File: src/rtl/usart_tx_frame.sv
module usart_tx_frame #(
  parameter int DATA_W = 8
) (
  input  logic              clk,
  input  logic              rst_n,
  input  logic              baud_tick,
  input  logic              ctl_wr,
  input  logic [7:0]        ctl_wdata,
  input  logic              hold_wr,
  input  logic [DATA_W-1:0] hold_wdata,
  input  logic              rx_pin,
  output logic              tx_line,
  output logic              rx_feed,
  output logic              hold_empty
);
  localparam int FRM_W = DATA_W + 3;
  localparam int CNT_W = $clog2(FRM_W + 1);

  logic [4:0]        ctl;
  logic [DATA_W-1:0] hold;
  logic [FRM_W-1:0]  sh, frame;
  logic [CNT_W-1:0]  cnt, frame_len;
  logic              busy, line, load, nine, seven, loop, xbit, par;
  logic [DATA_W-1:0] pdata;

  assign busy  = cnt != '0;
  assign line  = busy ? sh[0] : 1'b1;
  assign load  = baud_tick && !hold_empty && (!busy || cnt == CNT_W'(1));
  assign nine  = ctl[4];
  assign seven = ctl[4:3] == 2'b01;
  assign loop  = ctl[4:3] == 2'b11;
  assign pdata = seven ? {1'b0, hold[DATA_W-2:0]} : hold;
  assign par   = ctl[2] ? ~ctl[1] : (ctl[1] ? ^pdata : ~^pdata);
  assign xbit  = nine ? ctl[1] : par;

  always_comb begin
    frame = '1;
    frame[0] = 1'b0;
    if (seven) begin
      frame[DATA_W-1:1] = hold[DATA_W-2:0];
      if (ctl[0]) frame[DATA_W] = xbit;
      frame_len = CNT_W'(DATA_W + 1 + {3'b0, ctl[0]});
    end else begin
      frame[DATA_W:1] = hold;
      if (nine || ctl[0]) frame[DATA_W+1] = xbit;
      frame_len = CNT_W'(DATA_W + 2 + {3'b0, nine || ctl[0]});
    end
  end

  always_ff @(posedge clk or negedge rst_n) begin
    if (!rst_n) begin
      ctl <= '0;
      hold <= '0;
      hold_empty <= 1'b1;
      sh <= '1;
      cnt <= '0;
    end else begin
      if (ctl_wr) ctl <= ctl_wdata[4:0];
      if (load) begin
        sh <= frame;
        cnt <= frame_len;
        hold_empty <= 1'b1;
      end else if (baud_tick && busy) begin
        sh <= {1'b1, sh[FRM_W-1:1]};
        cnt <= cnt - CNT_W'(1);
      end
      if (hold_wr) begin
        hold <= hold_wdata;
        hold_empty <= 1'b0;
      end
    end
  end

  assign tx_line = loop ? 1'b1 : line;
  assign rx_feed = loop ? line : rx_pin;

  a_r7_write_clears_empty: assert property (@(posedge clk) disable iff (!rst_n)
    hold_wr |=> !hold_empty);
  a_r7_empty_sets_on_tick: assert property (@(posedge clk) disable iff (!rst_n)
    $rose(hold_empty) |-> $past(baud_tick));
  a_r8_start_follows_tick: assert property (@(posedge clk) disable iff (!rst_n)
    (baud_tick && !hold_empty && !busy) |=> (busy && !line));
  a_r10_line_moves_on_tick: assert property (@(posedge clk) disable iff (!rst_n)
    !baud_tick |=> $stable(line));
  a_r6_loop_pin_quiet: assert property (@(posedge clk) disable iff (!rst_n)
    (busy && loop) |-> tx_line);
endmodule

File: config.mk
export PLATFORM = sky130hd
export DESIGN_NAME = usart_tx_frame
export DESIGN_NICKNAME = d
export VERILOG_FILES = /design/src/rtl/usart_tx_frame.sv
export SDC_FILE = /design/constraint.sdc
export NUM_CORES = 1
export LEC_CHECK = 0
export ABC_AREA = 1
export BUFFER_PORTS_ARGS = -buffer_cell sky130_fd_sc_hd__buf_4
export CAP_MARGIN = 30
export CORE_UTILIZATION = 25
export DETAILED_ROUTE_END_ITERATION = 6
export GPL_ROUTABILITY_DRIVEN = 0
export GPL_TIMING_DRIVEN = 0
export HOLD_SLACK_MARGIN = 0.06
export PLACE_DENSITY = 0.41
export SLEW_MARGIN = 20
export SYNTH_ARGS = -nofsm -noshare
export SYNTH_HDL_FRONTEND = slang
export SYNTH_SLANG_ARGS = --single-unit
File: constraint.sdc
create_clock -name clk -period 1.75 [get_ports clk]
set_input_delay 0.0875 -clock clk [delete_from_list [all_inputs] [get_ports clk]]
set_output_delay 0.0875 -clock clk [all_outputs]
set_load 0.03 [all_outputs]
==> impl_results.md <==
* Status: complete, no violations
* Area grow syn2layout at 32.0%
* Worst R2R Setup Slack at 0.13 ns
* Final Instance Area at 2000 um2
* Clock network power share at 20.3%
* Hold Crit Class: in2reg
* Total CTS buffers at 3
* Yosys top cell area share at 28.0%
* Setup TNS Final at 0 ns
* Vias in the first global route at 1229
* Crit-path max FO at 10
* Worst EP required at 1.92 ns
* Hold Vio Cnt, Final at 0
* Achievable frequency at 617 MHz
* Min Tclk post-route at 1.62 ns
* Maximum VDD drop at 0.536 mV
* DIE AREA at 6390 um2
* Clk root buf: clkbuf_8
* Drt total wl at 3150 um
* Antenna Nets Post-Route at 0
* CP startpoint kind: flop
* Skew-Pair Late Insertion Delay at 0.28 ns
* Mean post-synth cell area at 8.83 um2
* Worst slew pin tran at 0.488 ns
* Period utilization at 92.7%
* Reg power frac at 41.0%
* Chip Height at 79.9 um
* Row count at 28
* Iteration count of the initial detailed-routing pass at 4
* CTS max path bufs at 2
* Routed len/inst at 11.0 um
* Global Route Usage Sum at 11.3%
* Dominant cells by area after synthesis: dfrtp_1, dfstp_2, nand2_1
* Overall via count from detail_route at 1224
* Via density at 4.26
* Number of max-cap violations at 0
* Mapped Cells at 172
* Number of H-tree levels at 1
* Synth warnings at 0
* Internal power at 0.00166 W
* DR DRC count at 0
* Final Power at 0.00254 W
* Pwr/cell area at 1270 nW/um2
* Sw frac at 34.7%
* Antenna Cells at 0
* P_sw at 0.000882 W
* Cell taking the most area after synthesis: dfrtp_1
* Worst Setup End Kind: flop
* P_leak at 0.884 nW
* Number of port buffers at 20
* Comb power frac at 38.6%
* Distinct cells, synth at 31
* Clock Skews at 0.00804 ns
* Initial Utilization at 25.8%
* Sequential area share after synthesis at 47.0%
* Max Slew Vio Count at 0
* Worst-path clk slew at 0.10 ns
* Antenna violations before repair at 0
* Layout cells sized above 1 at 33.5%
* Finished Core Util at 34.1%
* Die width at 79.9 um
* Core box area at 5890 um2
* WS Path Type: reg2reg
* Final setup viols at 0
* CTS tree: done
* Nets at 237
* Critical Path AT at 1.80 ns
* Hold Worst Slack at 0.0847 ns
* Total gr overflow at 0
* Global-route wire length before repair at 5610 um
* Slew HR at 67.5%
* Syn nets at 196
* I/O pin cnt at 25
* FILL cells at 639
* Mapped Area at 1520 um2
* Num Clock Sinks at 28
* Iter 0 DRT Violations at 20
* Seq cells post-synth at 28
* Largest net degree at the start of global routing at 29
* Post-detail-place hpwl at 2200 um
* RSZ-0062 raised after global routing: no
* Placement Cell Area at 1760 um2
## final cells by class
class	instances	area, um2	area share (%)
flip-flops and latches	28	714	35.6
multi-input cells	120	692	34.5
repair buffers	36	308	15.4
well taps	75	93.8	4.68
inverters	20	86.3	4.31
clock buffers	3	41.3	2.06
plain buffers	4	38.8	1.94
clock inverters	1	30.0	1.50
## cells in the final DEF, fill, tap and decap left out, drive strengths merged
cell type     n
o21ai        24
nand2        51
nor2         12
ha            2
or2           1
xor2          1
o21a          1
buf          23
dfrtp        17
o22ai         1
clkinv        2
bufinv        1
o2111ai       1
xnor2         2
nand3         7
inv          18
dlygate4sd3  15
nor3          1
clkbuf        5
mux2          4
a21oi        11
o221ai        1
dfstp        11
## worst paths after layout
check	start	cells past startpoint	to
worst max-delay path	cnt[0]$_DFFE_PN0P_	10	cnt[1]$_DFFE_PN0P_
min in group asynchronous	rst_n	2	hold[5]$_DFFE_PN0P_
worst max register to register	cnt[0]$_DFFE_PN0P_	10	cnt[1]$_DFFE_PN0P_
worst min-delay path	hold_wr	2	hold[5]$_DFFE_PN0P_
worst min register to register	sh[8]$_DFFE_PN1P_	2	sh[8]$_DFFE_PN1P_
max in group asynchronous	rst_n	2	sh[4]$_DFFE_PN1P_
## power groups by stage
stage / clock network (W) / logic, W / registers (W)
after detailed placement: 0 / 0.000944 / 0.00106
final: 0.000517 / 0.000983 / 0.00104
after global placement: 0 / 0.000951 / 0.00106
after CTS: 0.000542 / 0.000985 / 0.00105
after floorplan: 0 / 0.000744 / 0.00104
after global routing: 0.000566 / 0.00112 / 0.00108
## critical path: stages, from the launching register on
cell,delay [ns]
dfrtp_1,0.41
inv_1,0.14
ha_2,0.26
nand2_2,0.08
nand2_4,0.11
inv_4,0.06
nor2_4,0.13
inv_4,0.06
buf_12,0.14
nand2_1,0.07
o21ai_2,0.05
## kinds of logic after synthesis
logic type	share of synthesized area [%]
adders and majority gates	1.65
and+or+nand+nor	21.4
DFF	47.0
buffers and inverters	8.24
AOI/OAI and AO/OA	17.0
xor gates and xnor gates	1.73
muxes	2.97
## sequential cells by signal (all words and copies together) (netlist names)
signal and cells:
hold_empty 1, hold 8, sh 10, ctl 5, cnt 4
## metal layers
layer,wire length (um),track usage [%],vias to the layer above
met1,1530,14.7,569
met3,86,2.40,2
li1,-,-,634
met2,1520,19.6,19
met4,17,1.61,0
met5,0,0,-
## synth_stat cells (all sizes together)
master,number
a21oi,11
buf,2
clkbuf,2
clkinv,2
dfrtp,17
dfstp,11
ha,2
inv,18
mux2,4
nand2,51
nand3,7
nor2,12
nor3,1
o2111ai,1
o21a,1
o21ai,24
o221ai,1
o22ai,1
or2,1
xnor2,2
xor2,1
## per-stage QoR
step                      instances  worst slack (ns)
after global routing            287           0.00246
after floorplan                 172             0.107
after CTS                       287            0.0533
final                           287             0.128
after detailed placement        267           -0.0805
after global placement          267           -0.0999
## timing repair
action | in CTS | in global routing
buffers inserted | 1 | 0
endpoints found under the hold margin | 41 | 0
gates resized for setup | 0 | 4
pin swaps | 1 | 0
hold buffers | 15 | 0
setup endpoints to repair | 10 | 9
Power figures use the tool's default switching activity.
